===== src/rtl/pci_tgt_pkg.sv =====
package pci_tgt_pkg;
  typedef enum logic [2:0] {
    ST_IDLE,
    ST_DECODE,
    ST_CLAIM_HI,
    ST_SEL,
    ST_XFER,
    ST_TURN
  } tgt_st_e;

  typedef struct packed {
    logic hit;
    logic cfg;
    logic wr;
  } claim_t;
endpackage


===== src/rtl/pci_tgt_decode.sv =====
module pci_tgt_decode
  import pci_tgt_pkg::*;
#(
  parameter int AW      = 32,
  parameter int CW      = 4,
  parameter int BAR_LSB = 8
) (
  input  logic [AW-1:0] addr_i,
  input  logic [CW-1:0] cmd_i,
  input  logic          idsel_i,
  input  logic [AW-1:0] bar_base_i,
  input  logic          mem_en_i,
  output claim_t        claim_o
);
  localparam logic [AW-1:0] WIN_MASK = ~((AW'(1) << BAR_LSB) - AW'(1));

  logic in_win, is_mem, is_cfg;

  assign in_win = ((addr_i ^ bar_base_i) & WIN_MASK) == '0;
  assign is_mem = (cmd_i[3:1] == 3'b011) && in_win && mem_en_i;
  assign is_cfg = (cmd_i[3:1] == 3'b101) && idsel_i;

  assign claim_o.hit = is_mem || is_cfg;
  assign claim_o.cfg = cmd_i[3];
  assign claim_o.wr  = cmd_i[0];
endmodule


===== src/rtl/pci_tgt_seq.sv =====
module pci_tgt_seq
  import pci_tgt_pkg::*;
(
  input  logic    clk_i,
  input  logic    rst_ni,
  input  logic    frame_n_i,
  input  logic    irdy_n_i,
  input  logic    hit_i,
  output tgt_st_e st_o,
  output logic    addr_phase_o,
  output logic    xfer_o
);
  tgt_st_e st_q, st_d;
  logic    frame_q;

  assign addr_phase_o = (st_q == ST_IDLE) && frame_q && !frame_n_i;
  assign xfer_o       = (st_q == ST_XFER) && !irdy_n_i;

  always_comb begin
    st_d = st_q;
    unique case (st_q)
      ST_IDLE:     if (addr_phase_o) st_d = ST_DECODE;
      ST_DECODE:   st_d = hit_i ? ST_CLAIM_HI : ST_IDLE;
      ST_CLAIM_HI: st_d = ST_SEL;
      ST_SEL:      st_d = ST_XFER;
      ST_XFER:     if (xfer_o && frame_n_i) st_d = ST_TURN;
      ST_TURN:     st_d = ST_IDLE;
      default:     st_d = ST_IDLE;
    endcase
  end

  always_ff @(posedge clk_i or negedge rst_ni) begin
    if (!rst_ni) begin
      st_q    <= ST_IDLE;
      frame_q <= 1'b1;
    end else begin
      st_q    <= st_d;
      frame_q <= frame_n_i;
    end
  end

  assign st_o = st_q;
endmodule


===== src/rtl/pci_tgt_dpath.sv =====
module pci_tgt_dpath #(
  parameter int AW = 32,
  parameter int CW = 4
) (
  input  logic          clk_i,
  input  logic          rst_ni,
  input  logic          addr_phase_i,
  input  logic          xfer_i,
  input  logic [AW-1:0] ad_i,
  input  logic [CW-1:0] cbe_i,
  input  logic          idsel_i,
  output logic [AW-1:0] addr_o,
  output logic [CW-1:0] cmd_o,
  output logic          idsel_o
);
  localparam logic [AW-1:0] STEP = AW'(AW / 8);

  always_ff @(posedge clk_i or negedge rst_ni) begin
    if (!rst_ni) begin
      addr_o  <= '0;
      cmd_o   <= '0;
      idsel_o <= 1'b0;
    end else if (addr_phase_i) begin
      addr_o  <= ad_i;
      cmd_o   <= cbe_i;
      idsel_o <= idsel_i;
    end else if (xfer_i) begin
      addr_o  <= addr_o + STEP;
    end
  end
endmodule


===== src/rtl/pci_tgt_fsm.sv =====
module pci_tgt_fsm
  import pci_tgt_pkg::*;
#(
  parameter int AW      = 32,
  parameter int CW      = 4,
  parameter int BAR_LSB = 8
) (
  input  logic          clk_i,
  input  logic          rst_ni,
  input  logic          frame_n_i,
  input  logic          irdy_n_i,
  input  logic          idsel_i,
  input  logic [AW-1:0] ad_i,
  input  logic [CW-1:0] cbe_n_i,
  output logic [AW-1:0] ad_o,
  output logic          ad_oe_o,
  output logic          devsel_n_o,
  output logic          trdy_n_o,
  output logic          stop_n_o,
  output logic          ctl_oe_o,
  input  logic [AW-1:0] bar_base_i,
  input  logic          mem_en_i,
  output logic [AW-1:0] xfer_addr_o,
  output logic [AW-1:0] wdata_o,
  output logic          mem_rd_o,
  output logic          mem_wr_o,
  input  logic [AW-1:0] mem_rdata_i,
  output logic          cfg_rd_o,
  output logic          cfg_wr_o,
  input  logic [AW-1:0] cfg_rdata_i
);
  tgt_st_e       st;
  claim_t        claim;
  logic          addr_phase, xfer;
  logic [CW-1:0] cmd_q;
  logic          idsel_q;
  logic          owned;

  pci_tgt_dpath #(.AW(AW), .CW(CW)) dpath_i (
    .clk_i        (clk_i),
    .rst_ni       (rst_ni),
    .addr_phase_i (addr_phase),
    .xfer_i       (xfer),
    .ad_i         (ad_i),
    .cbe_i        (cbe_n_i),
    .idsel_i      (idsel_i),
    .addr_o       (xfer_addr_o),
    .cmd_o        (cmd_q),
    .idsel_o      (idsel_q)
  );

  pci_tgt_decode #(.AW(AW), .CW(CW), .BAR_LSB(BAR_LSB)) decode_i (
    .addr_i     (xfer_addr_o),
    .cmd_i      (cmd_q),
    .idsel_i    (idsel_q),
    .bar_base_i (bar_base_i),
    .mem_en_i   (mem_en_i),
    .claim_o    (claim)
  );

  pci_tgt_seq seq_i (
    .clk_i        (clk_i),
    .rst_ni       (rst_ni),
    .frame_n_i    (frame_n_i),
    .irdy_n_i     (irdy_n_i),
    .hit_i        (claim.hit),
    .st_o         (st),
    .addr_phase_o (addr_phase),
    .xfer_o       (xfer)
  );

  // Read data owns AD from the claim clock through the last data phase
  assign owned      = (st == ST_CLAIM_HI) || (st == ST_SEL) || (st == ST_XFER);
  assign ctl_oe_o   = owned || (st == ST_TURN);
  assign devsel_n_o = !((st == ST_SEL) || (st == ST_XFER));
  assign trdy_n_o   = (st != ST_XFER);
  assign stop_n_o   = 1'b1;
  assign ad_oe_o    = owned && !claim.wr;
  assign ad_o       = claim.cfg ? cfg_rdata_i : mem_rdata_i;
  assign wdata_o    = ad_i;

  assign mem_rd_o = xfer && !claim.cfg && !claim.wr;
  assign mem_wr_o = xfer && !claim.cfg &&  claim.wr;
  assign cfg_rd_o = xfer &&  claim.cfg && !claim.wr;
  assign cfg_wr_o = xfer &&  claim.cfg &&  claim.wr;
endmodule


===== config.mk =====
export PLATFORM = sky130hd
export DESIGN_NAME = pci_tgt_fsm
export DESIGN_NICKNAME = d
export VERILOG_FILES = /design/src/rtl/pci_tgt_pkg.sv /design/src/rtl/pci_tgt_decode.sv /design/src/rtl/pci_tgt_seq.sv /design/src/rtl/pci_tgt_dpath.sv /design/src/rtl/pci_tgt_fsm.sv
export SDC_FILE = /design/constraint.sdc
export NUM_CORES = 1
export LEC_CHECK = 0
export BUFFER_PORTS_ARGS = -buffer_cell sky130_fd_sc_hd__buf_2
export CAP_MARGIN = 10
export CORE_ASPECT_RATIO = 2
export CORE_MARGIN = 4
export CORE_UTILIZATION = 40
export DETAILED_ROUTE_END_ITERATION = 8
export GPL_TIMING_DRIVEN = 0
export PLACE_DENSITY = 0.81
export SYNTH_ARGS = -nofsm -noshare
export SYNTH_HDL_FRONTEND = slang
export SYNTH_SLANG_ARGS = --single-unit

===== constraint.sdc =====
create_clock -name clk_i -period 2.84 [get_ports clk_i]
set_input_delay 0.284 -clock clk_i [delete_from_list [all_inputs] [get_ports clk_i]]
set_output_delay 0.284 -clock clk_i [all_outputs]
set_load 0.01 [all_outputs]

==> results of run 1 <==
==> how the worst max path moves through the flow <==
stage,start,end,slack (ns),cells past startpoint
after floorplan,seq_i.st_o[1],dpath_i.addr_o[29],0.52,7
after global placement,seq_i.st_o[1],dpath_i.addr_o[8],0.18,7
after detailed placement,seq_i.st_o[0],dpath_i.addr_o[8],0.17,7
after CTS,seq_i.st_o[0],dpath_i.addr_o[8],0.16,7
after global routing,seq_i.st_o[0],dpath_i.addr_o[20],0.04,7
final,seq_i.st_o[0],dpath_i.addr_o[8],0.14,7
==> sequential cells by signal (all words and copies together), names as in the netlist <==
name / flops
dpath_i.idsel_o: 1
seq_i.st_o: 3
dpath_i.addr_o: 32
seq_i.frame_q: 1
dpath_i.cmd_o: 4
==> per-layer routing <==
metal | vias to the layer above | share of wire, % | global-route usage [%]
met5 | - | 0 | 0
met4 | 0 | 2.7 | 9.382
met3 | 23 | 7.7 | 4.809
met2 | 188 | 59 | 49.68
met1 | 1566 | 30 | 21.63
li1 | 1646 | - | -
==> cells in the mapped netlist (4+ instances only) <==
master / n
and3_1: 5
buf_4: 33
clkbuf_1: 11
dfrtp_1: 40
inv_1: 4
mux2_2: 34
nand2_1: 60
nand3_1: 19
nand4_1: 13
nor2_1: 12
nor4_1: 6
o21ai_0: 21
xnor2_1: 21
xor2_1: 28
==> layout make-up <==
cell class,count,area (µm²),area share [%]
clock buffer,6,128.9,2.856
sequential,41,1027,22.76
buffer,49,325.3,7.208
timing repair buffer,233,1166,25.84
clock inverter,2,10.01,0.2218
inverter,4,15.01,0.3327
multi-input combinational,253,1723,38.18
tap,94,117.6,2.606
==> worst max-delay path: cells and delay by family (launching register included) <==
family	cells	cell delay (ns)
and+or+nand+nor	3	1.47
DFF	1	0.36
xor gates and xnor gates	1	0.15
muxes	1	0.27
buffers and inverters	2	0.32
==> where the power goes <==
part | switching, mW | leakage, nW | internal, mW | total, mW
clock | 0.232 | 0.0706 | 0.323 | 0.555
combinational | 0.962 | 1.73 | 0.920 | 1.88
sequential | 0.424 | 0.504 | 0.855 | 1.28
==> cells by family (layout without fill, tap and decap cells) <==
family / Yosys count / count (layout) / share of synthesized area (%)
AND/OR/NAND/NOR: 133 / 133 / 22.07
adder cells (fa/ha/maj): 1 / 1 / 0.4048
flip-flops: 41 / 41 / 33.24
multiplexers: 34 / 34 / 12.39
buffers and inverters: 53 / 294 / 11.01
other: 1 / 1 / 0.1213
XOR/XNOR: 49 / 49 / 13.89
AO/OA/AOI/OAI: 35 / 35 / 6.883
==> flow_metrics.env, run 1 <==
export IMPL_status="finished, final reports clean"
export IMPL_min_path_cells=1
export IMPL_synth_area_leaders="dfrtp_1, mux2_2, buf_4"
export IMPL_n_fill_cell=676
export IMPL_synth_top_cell_area_share_pct=32.39
export IMPL_cp_slowest_stage_delay_ns=0.79
export IMPL_worstSetupPathType="reg -> reg"
export IMPL_fin_hold_ws_ns=0.1103
export IMPL_mostFrequentLayoutCells="buf_2, nand2_1, dfrtp_1, mux2_2, buf_4"
export IMPL_syn_num_nets=486
export IMPL_rsz0062_at_grt="no"
export IMPL_path_max_fanout=8
export IMPL_dpl_hpwl_um=9382
export IMPL_worst_slew_pin_slew_ns=0.9746
export IMPL_postPlaceCellArea_um2=4374
export IMPL_cts_repair_resize_count=0
export IMPL_min_delay_start="frame_n_i"
export IMPL_dieHeight_um=132.3
export IMPL_netlist_area_um2=3090
export IMPL_slowest_stage="nor3_1"
export IMPL_antenna_found_initial=0
export IMPL_cts_tree="yes"
export IMPL_clkTransAtPathRegs_ns=0.06
export IMPL_portBuffers=233
export IMPL_clock_latency_ns=0.28
export IMPL_nets=726
export IMPL_wirelength_um=11280
export IMPL_grtUsageTotal_pct=24.10
export IMPL_crit_path_start_kind="flop"
export IMPL_setup_viol=0
export IMPL_setup_ws_ns=0.1429
export IMPL_drtIter0Drc=62
export IMPL_dp_cells=674
export IMPL_period_share_pct=94.97
export IMPL_grt_max_degree=42
export IMPL_max_slew_margin_pct=34.53
export IMPL_reg2regPathDepth=7
export IMPL_routed_via_count=3423
export IMPL_fin_setup_tns_ns=0
export IMPL_clock_sinks=41
export IMPL_final_area_um2=4513
export IMPL_grt_pass1_wl_um=17560
export IMPL_cp_cell_sequence="buf_2, or4b_4, buf_6, nor3_1, nand2_1, xnor2_1, mux2_2"
export IMPL_pre_cts_slack_ns=0.1699
export IMPL_wire_per_inst_um=16.54
export IMPL_initial_core_util_pct=40.96
export IMPL_slew_violations=0
export IMPL_final_hold_violation_count=0
export IMPL_dr_pass1_iters=4
export IMPL_coreArea_um2=7545
export IMPL_hp_class="in -> reg"
export IMPL_synthesis_instances=347
export IMPL_ctsHoldBuffers=0
export IMPL_htree_levels=2
export IMPL_min_period_ns=2.697
export IMPL_die_area_um2=9282
export IMPL_peakVddDrop_mv=0.5581
export IMPL_power_density_nw_per_um2=823.1
export IMPL_insertedDiodeCount=0
export IMPL_ant_nets=0
export IMPL_finClkSkew_ns=0.003563
export IMPL_synth_cell_types=42
export IMPL_r2r_start="seq_i.st_o[0]"
export IMPL_globalplace_congestion=0.8537
export IMPL_cts_root_buf="clkbuf_16"
export IMPL_syn_area_per_cell_um2=8.906
export IMPL_worst_hold_path_endpoint="seq_i.frame_q"
export IMPL_synth_ff_type="dfrtp_1"
export IMPL_async_flop_share_pct=100.0
export IMPL_ctsLongestPathBuffers=2
export IMPL_layout_commonest_cell="buf_2"
export IMPL_layout_cells_non_filler=682
export IMPL_drc=0
export IMPL_rr_endpoint="dpath_i.addr_o[8]"
export IMPL_ys_seq_area_share_pct=33.24
export IMPL_die_w_um=70.16
export IMPL_final_util_pct=59.82
export IMPL_synth_edf_count=0
export IMPL_post_cts_setup_buffers=0
export IMPL_detail_route_vias_per_cell=5.019
export IMPL_power_leakage_nw=2.303
export IMPL_timing_fmax_ghz=0.3708
export IMPL_reg2reg_setup_slack_ns=0.14
export IMPL_first_global_vias=3553
export IMPL_rows=45
export IMPL_numCtsBuffers=5
export IMPL_grt_overflow=0
export IMPL_synthToLayoutAreaGrowth_pct=46.03
export IMPL_cp_end_kind="flop"
export IMPL_synth_largest_area_cell="dfrtp_1"
export IMPL_drive_above_1_share_pct=53.91
export IMPL_arrival_ns=2.86
export IMPL_synth_yosys_warnings=0
export IMPL_crit_required_ns=3.01
export IMPL_drv_cap=0
export IMPL_total_power_mw=3.715
export IMPL_ys_ff_latch=41
export IMPL_num_io_pins=243
(Power assumes the default switching activity.)
==> run 2, diff against run 1 <==
Settings changed: ABC_CLOCK_PERIOD_IN_PS from default to 2840, CELL_PAD_IN_SITES_DETAIL_PLACEMENT from default to 1, CELL_PAD_IN_SITES_GLOBAL_PLACEMENT from default to 1, CORE_UTILIZATION 40 to 27, PLACE_DENSITY 0.81 to default, PLACE_DENSITY_LB_ADDON from default to 0.1.
==> run 2 against run 1 <==
- sequential share of layout area fell by 0.31 points
- routed wire length grew 11%
- final area increased by 1.4%
- clock skew rose by 0.0012 ns
- clock power about the same
- first-iteration DRC count increased by 82%
- maximum frequency rose by 2.4%
- non-clock buffer count stayed put
- register-to-register slack gained 0.06 ns
- core utilization decreased by 19 points
- critical endpoint is now dpath_i.addr_o[31]
- largest power group unchanged
- highest routed layer unchanged
==> flow_metrics.env, run 2 (same netlist as run 1, synthesis figures left out) <==
export IMPL_status="finished, final reports clean"
export IMPL_pre_cts_slack_ns=-0.008996
export IMPL_portBuffers=233
export IMPL_regMostFlops="dpath_i.addr_o"
export IMPL_crit_path_start_kind="flop"
export IMPL_grt_pass1_wl_um=19660
export IMPL_coreArea_um2=11290
export IMPL_min_path_cells=1
export IMPL_power_switching_mw=1.639
export IMPL_slew_violations=0
export IMPL_setup_viol=0
export IMPL_drc=0
export IMPL_htree_levels=2
export IMPL_peakVddDrop_mv=0.3786
export IMPL_path_buf_inv=2
export IMPL_largest_reg_flops=32
export IMPL_cp_slowest_stage_delay_ns=0.53
export IMPL_num_io_pins=243
export IMPL_period_share_pct=92.77
export IMPL_grt_use_met3_pct=5.075
export IMPL_initial_core_util_pct=27.38
export IMPL_die_area_um2=13330
export IMPL_insertedDiodeCount=0
export IMPL_worst_slew_pin_slew_ns=0.9693
export IMPL_path_max_fanout=9
export IMPL_fin_setup_tns_ns=0
export IMPL_met1_usage_pct=18.89
export IMPL_p_sw_share_pct=43.80
export IMPL_path_depth=7
export IMPL_dieHeight_um=159.3
export IMPL_final_hold_violation_count=0
export IMPL_critPathTopFamily="simple AND/OR/NAND/NOR gates"
export IMPL_finClkSkew_ns=0.004785
export IMPL_busiest_layer="met2"
export IMPL_cts_root_buf="clkbuf_16"
export IMPL_antenna_found_initial=0
export IMPL_p_int_mw=2.103
export IMPL_cts_repair_resize_count=1
export IMPL_synthToLayoutAreaGrowth_pct=48.06
export IMPL_rsz0062_at_grt="no"
export IMPL_ant_nets=0
export IMPL_clock_sinks=41
export IMPL_final_area_um2=4576
export IMPL_globalplace_congestion=0.7981
export IMPL_grt_max_degree=42
export IMPL_drive_above_1_share_pct=53.74
export IMPL_min_period_ns=2.635
export IMPL_rows=55
export IMPL_clock_latency_ns=0.28
export IMPL_postPlaceCellArea_um2=4434
export IMPL_layout_cells_non_filler=730
export IMPL_routed_via_count=3412
export IMPL_layout_commonest_cell="buf_2"
export IMPL_ctsHoldBuffers=0
export IMPL_nets=726
export IMPL_cp_cell_sequence="buf_2, or4b_4, buf_6, nor3_4, nand4_4, or4_1, nand3_1"
export IMPL_final_util_pct=40.54
export IMPL_clkTransAtPathRegs_ns=0.06
export IMPL_numCtsBuffers=5
export IMPL_die_w_um=83.65
export IMPL_power_leakage_nw=2.298
export IMPL_worstSetupPathType="reg -> reg"
export IMPL_use_met2_pct=35.75
export IMPL_drtIter0Drc=113
export IMPL_wirelength_um=12530
export IMPL_register_area_um2=1027
export IMPL_detail_route_vias_per_cell=4.674
export IMPL_cts_tree="yes"
export IMPL_reg2regPathDepth=7
export IMPL_multiInputGateArea_um2=1728
export IMPL_slowest_stage="or4_1"
export IMPL_mostFrequentLayoutCells="buf_2, nand2_1, dfrtp_1, mux2_2, buf_4"
export IMPL_pwr_share_comb_pct=50.9
export IMPL_arrival_ns=2.85
export IMPL_dr_pass1_iters=4
export IMPL_power_frac_seq_pct=34.2
export IMPL_grtUsageTotal_pct=18.29
export IMPL_timing_fmax_ghz=0.3795
export IMPL_power_frac_clock_pct=14.9
export IMPL_hp_class="in -> reg"
export IMPL_dp_cells=722
export IMPL_post_cts_setup_buffers=0
export IMPL_n_fill_cell=1466
export IMPL_ctsLongestPathBuffers=2
export IMPL_max_slew_margin_pct=35.38
export IMPL_first_global_vias=3740
export IMPL_drv_cap=0
export IMPL_cp_end_kind="flop"
export IMPL_dpl_hpwl_um=10490
export IMPL_power_density_nw_per_um2=817.6
export IMPL_wire_per_inst_um=17.16
export IMPL_grt_overflow=0
export IMPL_crit_required_ns=3.06
export IMPL_setup_ws_ns=0.2052
==> run 2: through the flow <==
stage / total power, mW / hold WS (ns)
final: 3.741 / 0.1102
after global routing: 4.034 / 0.1052
after CTS: 3.799 / 0.1064
after detailed placement: 3.226 / 0.4059
after global placement: 3.166 / 0.4070
after floorplan: 2.349 / -0.01159
==> run 2: worst paths after layout <==
check | end | from | slack (ns)
hold / removal | seq_i.frame_q | frame_n_i | 0.11
setup reg to reg | dpath_i.addr_o[31] | seq_i.st_o[0] | 0.21
min in group asynchronous | dpath_i.addr_o[0] | rst_ni | 0.16
max in group asynchronous | dpath_i.cmd_o[2] | rst_ni | 2.08
hold reg to reg | dpath_i.addr_o[0] | dpath_i.addr_o[0] | 0.48
setup / recovery | dpath_i.addr_o[31] | seq_i.st_o[0] | 0.21
==> run 2: power groups by stage <==
stage               clock (mW)  combinational, mW  sequential [mW]
floorplan                    0               1.06             1.29
global placement             0               1.88             1.28
detailed placement           0               1.93             1.29
CTS                      0.567               1.94             1.29
global route             0.594               2.10             1.34
finish                   0.557               1.91             1.28
==> run 2: final cells by class <==
class                   count  area share (%)
plain buffers              49           7.110
inverters                   4          0.3281
repair buffers            233           25.49
multi-input cells         253           37.76
well taps                 142           3.883
flip-flops and latches     41           22.45
clock buffers               8           2.981
==> run 2: worst register-to-register path, cell delays in order (launching register included) <==
cell     delay (ns)
dfrtp_1        0.37
buf_2          0.17
or4b_4         0.53
buf_6          0.16
nor3_4         0.49
nand4_4        0.24
or4_1          0.53
nand3_1        0.09
==> run 2: metal layers <==
metal / up-vias / share of wire (%)
li1: 1647 / -
met1: 1627 / 35
met2: 127 / 56
met3: 11 / 7.1
met4: 0 / 1.1
met5: - / 0
